[src/rtl/uart_txq_pkg.sv]
package uart_txq_pkg;
    // Byte width carried through the queue
    localparam int BYTE_W = 8;
    // Width of the status word and bit positions inside it
    localparam int STAT_W       = 8;
    localparam int ST_TX_FULL   = 0;
    localparam int ST_RX_FULL   = 1;
    localparam int ST_TX_EMPTY  = 2;
    localparam int ST_TX_IDLE   = 3;
    localparam int ST_RX_IDLE   = 4;
    localparam int ST_RX_EMPTY  = 5;
    // Value of the status word while in reset
    localparam logic [STAT_W-1:0] STAT_RST = 8'h3C;

    // Pointer-width helper: bits needed to index a buffer of the given depth
    function automatic int ptr_bits(input int depth);
        return (depth > 1) ? $clog2(depth) : 1;
    endfunction
endpackage

[src/rtl/uart_txq_ptr.sv]
// Wrapping pointer for the circular buffer.
// Assumes: advance is only asserted when the owning side is allowed to move.
// A power-of-two depth wraps naturally; other depths compare against the end.
module uart_txq_ptr #(
    parameter int DEPTH = 32,
    parameter int PTR_W = 5
) (
    input  logic             clk,
    input  logic             rst_n,
    input  logic             clear,
    input  logic             advance,
    output logic [PTR_W-1:0] ptr
);
    localparam logic [PTR_W-1:0] LAST = PTR_W'(DEPTH - 1);
    logic [PTR_W-1:0] ptr_inc;

    generate
        if ((1 << PTR_W) == DEPTH) begin : g_pow2
            // Natural binary wrap
            always_comb ptr_inc = ptr + 1'b1;
        end else begin : g_cmp
            // Explicit wrap at the last slot
            always_comb ptr_inc = (ptr == LAST) ? '0 : ptr + 1'b1;
        end
    endgenerate

    // Pointer register: reset or clear to slot 0, else step on advance
    always_ff @(posedge clk) begin
        if (!rst_n || clear) ptr <= '0;
        else if (advance)    ptr <= ptr_inc;
    end
endmodule

[src/rtl/uart_txq_store.sv]
// Byte storage array: one write port, one asynchronous read port.
// Assumes: the controller never writes a slot that holds an unread byte.
module uart_txq_store #(
    parameter int DEPTH = 32,
    parameter int PTR_W = 5,
    parameter int W     = 8
) (
    input  logic             clk,
    input  logic             we,
    input  logic [PTR_W-1:0] waddr,
    input  logic [W-1:0]     wdata,
    input  logic [PTR_W-1:0] raddr,
    output logic [W-1:0]     rdata
);
    logic [W-1:0] mem [DEPTH];

    // Write the pushed byte into its slot
    always_ff @(posedge clk) begin
        if (we) mem[waddr] <= wdata;
    end

    // Head byte is visible without a read latency
    always_comb rdata = mem[raddr];
endmodule

[src/rtl/uart_txq_level.sv]
// Fill-level counter with full/empty flags, watermark flag and event pulses.
// Assumes: push/pop/flush requests are single-cycle qualified strobes.
// Flush wins over push and pop; a pop on empty is ignored; a push on full
// is dropped unless a pop is accepted in the same cycle.
module uart_txq_level #(
    parameter int DEPTH = 32,
    parameter int LVL_W = 6,
    parameter int THR_W = 5
) (
    input  logic             clk,
    input  logic             rst_n,
    input  logic             push_req,
    input  logic             pop_req,
    input  logic             flush,
    input  logic [THR_W-1:0] thr,
    output logic             do_push,
    output logic             do_pop,
    output logic [LVL_W-1:0] lvl,
    output logic             full,
    output logic             empty,
    output logic             wm,
    output logic             empty_evt,
    output logic             ovf
);
    localparam logic [LVL_W-1:0] LVL_MAX = LVL_W'(DEPTH);

    logic [LVL_W-1:0] lvl_n;
    logic [LVL_W-1:0] thr_ext;
    logic             drop;
    logic             wm_n;

    // Qualify the raw requests against current occupancy
    always_comb begin
        do_pop  = pop_req & ~empty & ~flush;
        do_push = push_req & ~flush & (~full | do_pop);
        drop    = push_req & ~flush & full & ~do_pop;
    end

    // Next fill level
    always_comb begin
        if (flush)                  lvl_n = '0;
        else if (do_push & ~do_pop) lvl_n = lvl + 1'b1;
        else if (do_pop & ~do_push) lvl_n = lvl - 1'b1;
        else                        lvl_n = lvl;
    end

    // Next watermark state: set on a qualifying push, clear on a draining pop
    always_comb begin
        thr_ext = LVL_W'(thr);
        wm_n    = wm;
        if (flush)                                         wm_n = 1'b0;
        else if (do_push && lvl_n >= thr_ext)              wm_n = 1'b1;
        else if (do_pop && !do_push && lvl_n < thr_ext)    wm_n = 1'b0;
    end

    // Level and flag registers
    always_ff @(posedge clk) begin
        if (!rst_n) begin
            lvl   <= '0;
            full  <= 1'b0;
            empty <= 1'b1;
            wm    <= 1'b0;
        end else begin
            lvl   <= lvl_n;
            full  <= (lvl_n == LVL_MAX);
            empty <= (lvl_n == '0);
            wm    <= wm_n;
        end
    end

    // Single-cycle event pulses
    always_ff @(posedge clk) begin
        if (!rst_n) begin
            empty_evt <= 1'b0;
            ovf       <= 1'b0;
        end else begin
            empty_evt <= ~flush & do_pop & ~do_push & (lvl == LVL_W'(1));
            ovf       <= drop;
        end
    end
endmodule

[src/rtl/uart_txq_status.sv]
// Status word assembly: registered receive indications and transmit idle.
// Assumes: the receive inputs are synchronous to clk.
module uart_txq_status
    import uart_txq_pkg::*;
(
    input  logic              clk,
    input  logic              rst_n,
    input  logic              tx_full,
    input  logic              tx_empty,
    input  logic              ser_busy,
    input  logic              rx_full,
    input  logic              rx_idle,
    input  logic              rx_empty,
    output logic [STAT_W-1:0] word
);
    logic tx_idle_q, rx_full_q, rx_idle_q, rx_empty_q;

    // Register the side indications; reset to the idle/empty state
    always_ff @(posedge clk) begin
        if (!rst_n) begin
            tx_idle_q  <= STAT_RST[ST_TX_IDLE];
            rx_full_q  <= STAT_RST[ST_RX_FULL];
            rx_idle_q  <= STAT_RST[ST_RX_IDLE];
            rx_empty_q <= STAT_RST[ST_RX_EMPTY];
        end else begin
            tx_idle_q  <= tx_empty & ~ser_busy;
            rx_full_q  <= rx_full;
            rx_idle_q  <= rx_idle;
            rx_empty_q <= rx_empty;
        end
    end

    // Place each bit at its position in the word
    always_comb begin
        word              = '0;
        word[ST_TX_FULL]  = tx_full;
        word[ST_RX_FULL]  = rx_full_q;
        word[ST_TX_EMPTY] = tx_empty;
        word[ST_TX_IDLE]  = tx_idle_q;
        word[ST_RX_IDLE]  = rx_idle_q;
        word[ST_RX_EMPTY] = rx_empty_q;
    end
endmodule

[src/rtl/uart_txq.sv]
// Transmit byte queue for a UART: circular buffer, fill level, watermark,
// events and status word.
// Assumes: one push and one pop strobe per cycle at most; txrst_i is a
// single-cycle strobe from the FIFO-reset control write.
module uart_txq
    import uart_txq_pkg::*;
#(
    parameter int DEPTH   = 32,
    parameter int LVLF_W  = 5,
    parameter int THR_W   = 5
) (
    input  logic              clk,
    input  logic              rst_n,
    input  logic              wr_en_i,
    input  logic [BYTE_W-1:0] wr_byte_i,
    input  logic              rd_en_i,
    output logic [BYTE_W-1:0] rd_byte_o,
    input  logic              txrst_i,
    input  logic [THR_W-1:0]  wm_thr_i,
    input  logic              ser_busy_i,
    input  logic              rx_full_i,
    input  logic              rx_idle_i,
    input  logic              rx_empty_i,
    output logic [LVLF_W-1:0] level_o,
    output logic [STAT_W-1:0] status_o,
    output logic              wm_o,
    output logic              empty_evt_o,
    output logic              overflow_o
);
    localparam int PTR_W = ptr_bits(DEPTH);
    localparam int LVL_W = $clog2(DEPTH + 1);

    logic             do_push, do_pop;
    logic [PTR_W-1:0] wptr, rptr;
    logic [LVL_W-1:0] lvl;
    logic             full, empty;

    uart_txq_level #(.DEPTH(DEPTH), .LVL_W(LVL_W), .THR_W(THR_W)) u_level (
        .clk(clk), .rst_n(rst_n),
        .push_req(wr_en_i), .pop_req(rd_en_i), .flush(txrst_i), .thr(wm_thr_i),
        .do_push(do_push), .do_pop(do_pop), .lvl(lvl),
        .full(full), .empty(empty), .wm(wm_o),
        .empty_evt(empty_evt_o), .ovf(overflow_o)
    );

    uart_txq_ptr #(.DEPTH(DEPTH), .PTR_W(PTR_W)) u_wptr (
        .clk(clk), .rst_n(rst_n), .clear(txrst_i), .advance(do_push), .ptr(wptr)
    );

    uart_txq_ptr #(.DEPTH(DEPTH), .PTR_W(PTR_W)) u_rptr (
        .clk(clk), .rst_n(rst_n), .clear(txrst_i), .advance(do_pop), .ptr(rptr)
    );

    uart_txq_store #(.DEPTH(DEPTH), .PTR_W(PTR_W), .W(BYTE_W)) u_store (
        .clk(clk), .we(do_push), .waddr(wptr), .wdata(wr_byte_i),
        .raddr(rptr), .rdata(rd_byte_o)
    );

    uart_txq_status u_status (
        .clk(clk), .rst_n(rst_n),
        .tx_full(full), .tx_empty(empty), .ser_busy(ser_busy_i),
        .rx_full(rx_full_i), .rx_idle(rx_idle_i), .rx_empty(rx_empty_i),
        .word(status_o)
    );

    // Expose the low bits of the level as the readable field
    always_comb level_o = lvl[LVLF_W-1:0];
endmodule

[config.mk]
export PLATFORM = sky130hd
export DESIGN_NAME = uart_txq
export DESIGN_NICKNAME = d
export VERILOG_FILES = /design/src/rtl/uart_txq_pkg.sv /design/src/rtl/uart_txq_ptr.sv /design/src/rtl/uart_txq_store.sv /design/src/rtl/uart_txq_level.sv /design/src/rtl/uart_txq_status.sv /design/src/rtl/uart_txq.sv
export SDC_FILE = /design/constraint.sdc
export NUM_CORES = 1
export LEC_CHECK = 0
export BUFFER_PORTS_ARGS = -buffer_cell sky130_fd_sc_hd__buf_2
export CORE_ASPECT_RATIO = 0.9
export CORE_MARGIN = 10
export CORE_UTILIZATION = 50
export DETAILED_ROUTE_END_ITERATION = 12
export PLACE_DENSITY = 0.76
export RECOVER_POWER = 50
export SLEW_MARGIN = 20
export SYNTH_ARGS = -nofsm -noshare
export SYNTH_HDL_FRONTEND = slang
export SYNTH_HIERARCHICAL = 1
export SYNTH_SLANG_ARGS = --single-unit
[constraint.sdc]
create_clock -name clk -period 3 [get_ports clk]
set_input_delay 0.6 -clock clk [delete_from_list [all_inputs] [get_ports clk]]
set_output_delay 0.6 -clock clk [all_outputs]
set_load 0.02 [all_outputs]
==> results of run 1 <==
critical path: stages (launching register included):
cell	delay, ps
dfxtp_4	390
buf_12	140
buf_8	130
buf_16	130
mux4_2	500
mux4_2	480
mux2_4	280
buf_6	130
kinds of logic after synthesis:
| group | count (synthesis) | synth area share |
|---|---|---|
| AOI/OAI and AO/OA | 23 | 0.0146 |
| xor gates and xnor gates | 7 | 0.00538 |
| adders and majority gates | 10 | 0.0110 |
| buffers and inverters | 41 | 0.0192 |
| DFF | 281 | 0.719 |
| muxes | 95 | 0.172 |
| other | 1 | 0.000329 |
| and+or+nand+nor | 120 | 0.0586 |
final cells by class:
cell class,instances,area (sq um)
well taps,297,372
inverters,9,33.8
clock buffers,37,754
flip-flops and latches,281,8190
repair buffers,99,853
multi-input cells,257,3020
clock inverters,12,115
fillers,1561,9110
diodes,1,2.50
flip-flops by register name, summed over array words and instances, names as in the netlist:
register and flops:
u_store/mem 256, u_level/lvl 6, u_rptr/ptr 5, u_wptr/ptr 5, u_level/empty 1, u_level/empty_evt 1
u_level/full 1, u_level/ovf 1, u_level/wm 1, u_status/rx_empty_q 1, u_status/rx_full_q 1, u_status/rx_idle_q 1
u_status/tx_idle_q 1
Yosys cell counts (7+ instances only):
library cell and number:
edfxtp_1 256, mux4_2 80, nor2_1 50, dfxtp_1 25, buf_4 14, nand3b_1 12, ha_1 10, inv_1 9
mux2_2 9, a21oi_1 7, clkbuf_1 7, nand2_1 7
power by group through the flow:
stage	registers (mW)	clock network (mW)	logic [mW]
finish	4.29	3.30	0.235
global route	4.29	3.51	0.256
CTS	4.29	3.35	0.240
detailed placement	4.37	0	0.223
global placement	4.37	0	0.210
floorplan	4.37	0	0.116
worst min path at each step:
stage,startpoint,endpoint,slack (ps),cells past startpoint
4_1_cts,ser_busy_i,u_status/tx_idle_q$_SDFF_PN1_,240,2
3_5_place_dp,u_level/lvl[5]$_SDFF_PN0_,u_level/empty_evt$_SDFF_PN0_,430,1
3_3_place_gp,u_level/lvl[5]$_SDFF_PN0_,u_level/empty_evt$_SDFF_PN0_,430,1
2_1_floorplan,u_level/lvl[5]$_SDFF_PN0_,u_level/empty_evt$_SDFF_PN0_,400,1
6_report,ser_busy_i,u_status/tx_idle_q$_SDFF_PN1_,240,2
5_1_grt,ser_busy_i,u_status/tx_idle_q$_SDFF_PN1_,260,2
through the flow:
step	cell area [sq um]	setup slack, ps	total power [mW]
after global routing	13300	-352	8.06
after floorplan	11400	285	4.49
after detailed placement	12200	84.4	4.60
after global placement	12200	177	4.58
after CTS	13400	-315	7.88
final	13300	-305	7.82
cell usage in the layout (no fill, tap or decap), drive strengths merged, types with 2 or more instances in the layout:
cell | Yosys | routed
a21bo | 2 | 2
a21o | 2 | 2
a21oi | 7 | 7
a31oi | 2 | 2
and2 | 4 | 4
and4b | 2 | 2
buf | 25 | 84
bufinv | 0 | 2
clkbuf | 7 | 52
clkinv | 0 | 9
conb | 1 | 2
dfxtp | 25 | 25
edfxtp | 256 | 256
ha | 10 | 10
inv | 9 | 9
mux2 | 9 | 9
mux2i | 6 | 6
mux4 | 80 | 80
nand2 | 7 | 7
nand2b | 6 | 6
nand3 | 5 | 5
nand3b | 12 | 12
nand4 | 6 | 6
nor2 | 50 | 50
nor2b | 3 | 3
nor3 | 3 | 3
nor3b | 2 | 2
nor4 | 3 | 3
o21ai | 4 | 4
or2 | 2 | 2
or2b | 2 | 2
or3b | 8 | 8
xnor2 | 5 | 5
xor2 | 2 | 2
per-layer routing:
layer	vias to the layer above	share of wire	global-route usage
li1	2543	-	-
met1	3108	0.40	0.227
met2	222	0.51	0.283
met3	30	0.071	0.0397
met4	0	0.017	0.0439
met5	-	0	0
what timing repair did:
item | 4_1_cts | 5_1_grt
setup buffers | 6 | 0
setup endpoints to repair | 8 | 8
resized for setup | 33 | 0
cloned | 4 | 0
==> summary.txt, run 1 <==
outcome: finished, violations left
failing checks: max-capacitance violations, max-slew violations, negative setup slack
Net Sw Frac: 0.195
Overflow after GRT: 0
minimum clock period: 3300 ps
Gate Count Post-Synth: 578
Initial DRC Count: 586
crit path to: rd_byte_o[5]
slew margin rel.: -0.00854
share of cells above drive strength 1: 0.328
clock slew at reported path FFs: 70 ps
sequential cell area fraction in the yosys report: 0.719
Req. time, crit path: 2400 ps
ranking of synthesized cells by area: edfxtp_1 67%, mux4_2 16%, dfxtp_1 4.4%
Logic pwr share: 0.030
H-tree depth reported by CTS: 1
Critical Path Source Type: flip-flop
internal power: 6.30 mW
LEAKAGE: 4.33 nW
Core Rows: 52
syn_area_per_cell: 19.7 sq um
DR vias/cell: 5.94
Initial Util: 0.508
final worst setup slack: -305 ps
final setup fails: 8
Worst-Skew Late Latency: 530 ps
Distinct cells, synth: 53
Area growth syn-to-layout: 17.1%
Net Sw Power: 1.52 mW
Max Clk Rate: 303 MHz
Worst EP arrival: 2700 ps
clk sink count: 281
cell taking the most area after synthesis: edfxtp_1
Hold Slack: 242 ps
crit-path max FO: 5
Boundary Pins: 46
pin count of the biggest net entering global routing: 35
final non-filler cell total: 993
number of global-route vias before repair: 6,289
initial antenna violation count: 1
top cell type's share of synthesized area: 0.675
synth warn: 6
routability cong.: 0.860
clk root buf: clkbuf_16
MaxCap Viol Count: 1
Final Skew: 17.2 ps
Num CTS Buffers: 27
Total Wirelength: 24.9 mm
die footprint: 29,200 sq um
DRT Pass-1 Iters: 5
post-cts hold buffer count: 0
PD cells: 587 nW/um^2
worst r2r src: u_level/lvl[0]$_SDFF_PN0_
kind of critical path: reg2out
Worst Hold Class: in2reg
R2R depth: 10
CTS tree: yes
die width: 179 microns
Peak supply drop: 0.426 mV
Worst setup EP type: primary output
Inst Count DP: 933
NumNets Final: 707
setup TNS: -2320 ps
Worst Setup SP: u_rptr/ptr[0]$_SDFFE_PP0P_
Synth Flop Type: edfxtp_1
Post-synth ARST share: 0
RSZ-0062 raised after global routing: true
PortBufs: 43
DR vias: 5,903
Post-synth EDFFs: 256
Flop pwr share: 0.548
Util after Layout: 0.594
global-route wire length before repair: 38.0 mm
Core Area: 22,400 sq um
gr usage total: 0.172
flop2flop setup slack: 390 ps
Longest Clk Path Bufs: 3
Cell Area, Synth: 11,400 sq um
post-route ant nets: 0
die span in y: 163 microns
Final Hold Vio Count: 0
DRC violation count after routing: 0
Final HPWL DP: 15.8 mm
Clk pwr share: 0.422
R2R Path End: u_level/wm$_SDFFE_PP0P_
Worst-Margin Slew: 1510 ps
DR WL/cell: 25.0 microns
Synth Register Bits: 281
fraction of the cycle the final worst path needs: 1.10
max-slew violations: 33
No activity file was read; power rests on OpenSTA's default activity.
==> inputs of run 2 (changes only) <==
--- a/config.mk
+++ b/config.mk
@@ -7,7 +7,6 @@
 export LEC_CHECK = 0
 export BUFFER_PORTS_ARGS = -buffer_cell sky130_fd_sc_hd__buf_2
 export CORE_ASPECT_RATIO = 0.9
-export CORE_MARGIN = 10
 export CORE_UTILIZATION = 50
 export DETAILED_ROUTE_END_ITERATION = 12
 export PLACE_DENSITY = 0.76
==> run 2 against run 1 <==
  * The run ends with negative setup slack left
  * Via count shrank 1.1%
  * Clock skew shrank 2.5 ps
  * Count of clock-buffer cells in the layout shrank 5
  * Largest cell class unchanged
==> summary.txt, run 2 (synthesis results as in run 1) <==
outcome: finished, violations left
critical path's largest stage delay: 540 ps
Worst Hold Path EP: u_status/tx_idle_q$_SDFF_PN1_
pin count of the biggest net entering global routing: 33
# fillers: 1,589
critical path's most frequent cell: mux4_2
Area growth syn-to-layout: 16.1%
LEAKAGE: 4.27 nW
slowest CP cell: mux4_2
internal power: 5.96 mW
post-cts hold buffer count: 0
Worst-Skew Late Latency: 530 ps
Num CTS Buffers: 26
Hold Slack: 254 ps
die width: 161 microns
Peak supply drop: 0.393 mV
Critical Path Source Type: flip-flop
CTS tree: yes
clk sink count: 281
Net Sw Power: 1.50 mW
Longest Clk Path Bufs: 3
flop2flop setup slack: 420 ps
Reg with most FFs: u_store/mem
DR WL/cell: 24.4 microns
Req. time, crit path: 2400 ps
NumNets Final: 705
Max Clk Rate: 301 MHz
most frequent cells in the layout: 256 x edfxtp_1, 80 x mux4_2, 50 x nor2_1
Ant. Diodes: 0
crit-path cells: buf_12 > buf_16 > mux4_2 > mux4_2 > mux2_2 > buf_4
fraction of the cycle the final worst path needs: 1.11
max-slew violations: 0
PortBufs: 43
clk root buf: clkbuf_16
slew margin rel.: 0.0597
Worst Hold Depth: 2
global-route wire length before repair: 36.7 mm
die span in y: 145 microns
Worst setup EP type: primary output
routability cong.: 0.825
failing checks: negative setup slack
number of global-route vias before repair: 6,154
H-tree depth reported by CTS: 1
share of cells above drive strength 1: 0.318
Net Sw Frac: 0.201
post-route ant nets: 0
RSZ-0062 raised after global routing: true
DRT Pass-1 Iters: 5
Final Hold Vio Count: 0
minimum clock period: 3330 ps
commonest non-fill, non-tap cell in the layout: edfxtp_1
final worst setup slack: -326 ps
Initial Util: 0.508
Regs by FF count: u_store/mem x256, u_level/lvl x6
initial antenna violation count: 0
Boundary Pins: 46
Core Rows: 52
DR vias/cell: 5.91
final setup fails: 8
clock slew at reported path FFs: 60 ps
Final Skew: 14.7 ps
crit-path max FO: 17
Initial DRC Count: 542
Core Area: 22,400 sq um
Final HPWL DP: 14.6 mm
worst r2r src: u_level/empty$_SDFF_PN1_
Pwr Total: 7.47 mW
Worst-Margin Slew: 1410 ps
die footprint: 23,400 sq um
Logic pwr share: 0.031
Flop pwr share: 0.575
Total Wirelength: 24.1 mm
DRC violation count after routing: 0
Worst Hold Class: in2reg
max reg flops: 256
kind of critical path: reg2out
gr usage total: 0.212
MaxCap Viol Count: 0
Clk pwr share: 0.394
worst hold start: ser_busy_i
R2R Path End: u_level/wm$_SDFFE_PP0P_
R2R depth: 11
Worst EP arrival: 2730 ps
DR vias: 5,841
PD cells: 564 nW/um^2
Overflow after GRT: 0
==> run 2: cell types whose count changed in the layout (fill, tap and decap cells not counted), sizes merged <==
cell      change
clkbuf        -4
bufinv        -2
buf           -2
clkinvlp      -1
clkinv        +6
diode         -1
==> run 2: worst max-delay path by stage <==
stage | startpoint | to | slack, ps | cells past startpoint
3_5_place_dp | wr_en_i | u_level/wm$_SDFFE_PP0P_ | 90 | 12
5_1_grt | u_rptr/ptr[0]$_SDFFE_PP0P_ | rd_byte_o[3] | -420 | 6
2_1_floorplan | u_rptr/ptr[2]$_SDFFE_PP0P_ | rd_byte_o[0] | 290 | 5
6_report | u_rptr/ptr[0]$_SDFFE_PP0P_ | rd_byte_o[3] | -330 | 6
3_3_place_gp | wr_en_i | u_level/wm$_SDFFE_PP0P_ | 180 | 12
4_1_cts | u_rptr/ptr[0]$_SDFFE_PP0P_ | rd_byte_o[5] | -340 | 6
==> run 2: timing repair <==
item,4_1_cts,5_1_grt
setup buffers,6,0
resized for setup,26,2
setup endpoints to repair,8,8
gates cloned,3,1
==> run 2: routing by layer <==
| layer | vias up | GRT usage | share of wire |
|---|---|---|---|
| met4 | 0 | 0.0547 | 0.024 |
| met3 | 41 | 0.0334 | 0.067 |
| li1 | 2525 | - | - |
| met1 | 3044 | 0.284 | 0.40 |
| met5 | - | 0 | 0 |
| met2 | 231 | 0.361 | 0.51 |
==> run 2: through the flow <==
| stage | instance area [sq um] | setup WS (ps) | setup TNS, ps | cells | util |
|---|---|---|---|---|---|
| after floorplan | 11400 | 285 | 0 | 579 | - |
| after global placement | 12200 | 185 | 0 | 932 | 0.544 |
| after detailed placement | 12200 | 94.9 | 0 | 932 | 0.544 |
| after CTS | 13200 | -342 | -2500 | 988 | 0.589 |
| after global routing | 13200 | -416 | -2890 | 989 | 0.589 |
| final | 13200 | -326 | -2360 | 989 | 0.589 |
==> run 2: power by group through the flow <==
stage	Combinational, mW	Clock (mW)	Sequential (mW)
2_1_floorplan	0.116	0	4.37
5_1_grt	0.249	3.12	4.29
4_1_cts	0.233	2.99	4.29
3_3_place_gp	0.205	0	4.37
3_5_place_dp	0.216	0	4.37
6_report	0.231	2.94	4.29
==> run 2: cell type report <==
type	count	area, sq um	area share
multi-input combinational	257	3020	0.228
timing repair buffer	98	865	0.0654
clock buffer	32	673	0.0509
sequential	281	8190	0.619
tap	297	372	0.0281
inverter	9	33.8	0.00255
clock inverter	15	77.6	0.00586
==> run 2: critical path, delay by kind of cell, from the launching register on <==
kind                   cells  cell delay (ps)
multiplexers               3             1320
flip-flops                 1              410
buffers and inverters      3              480
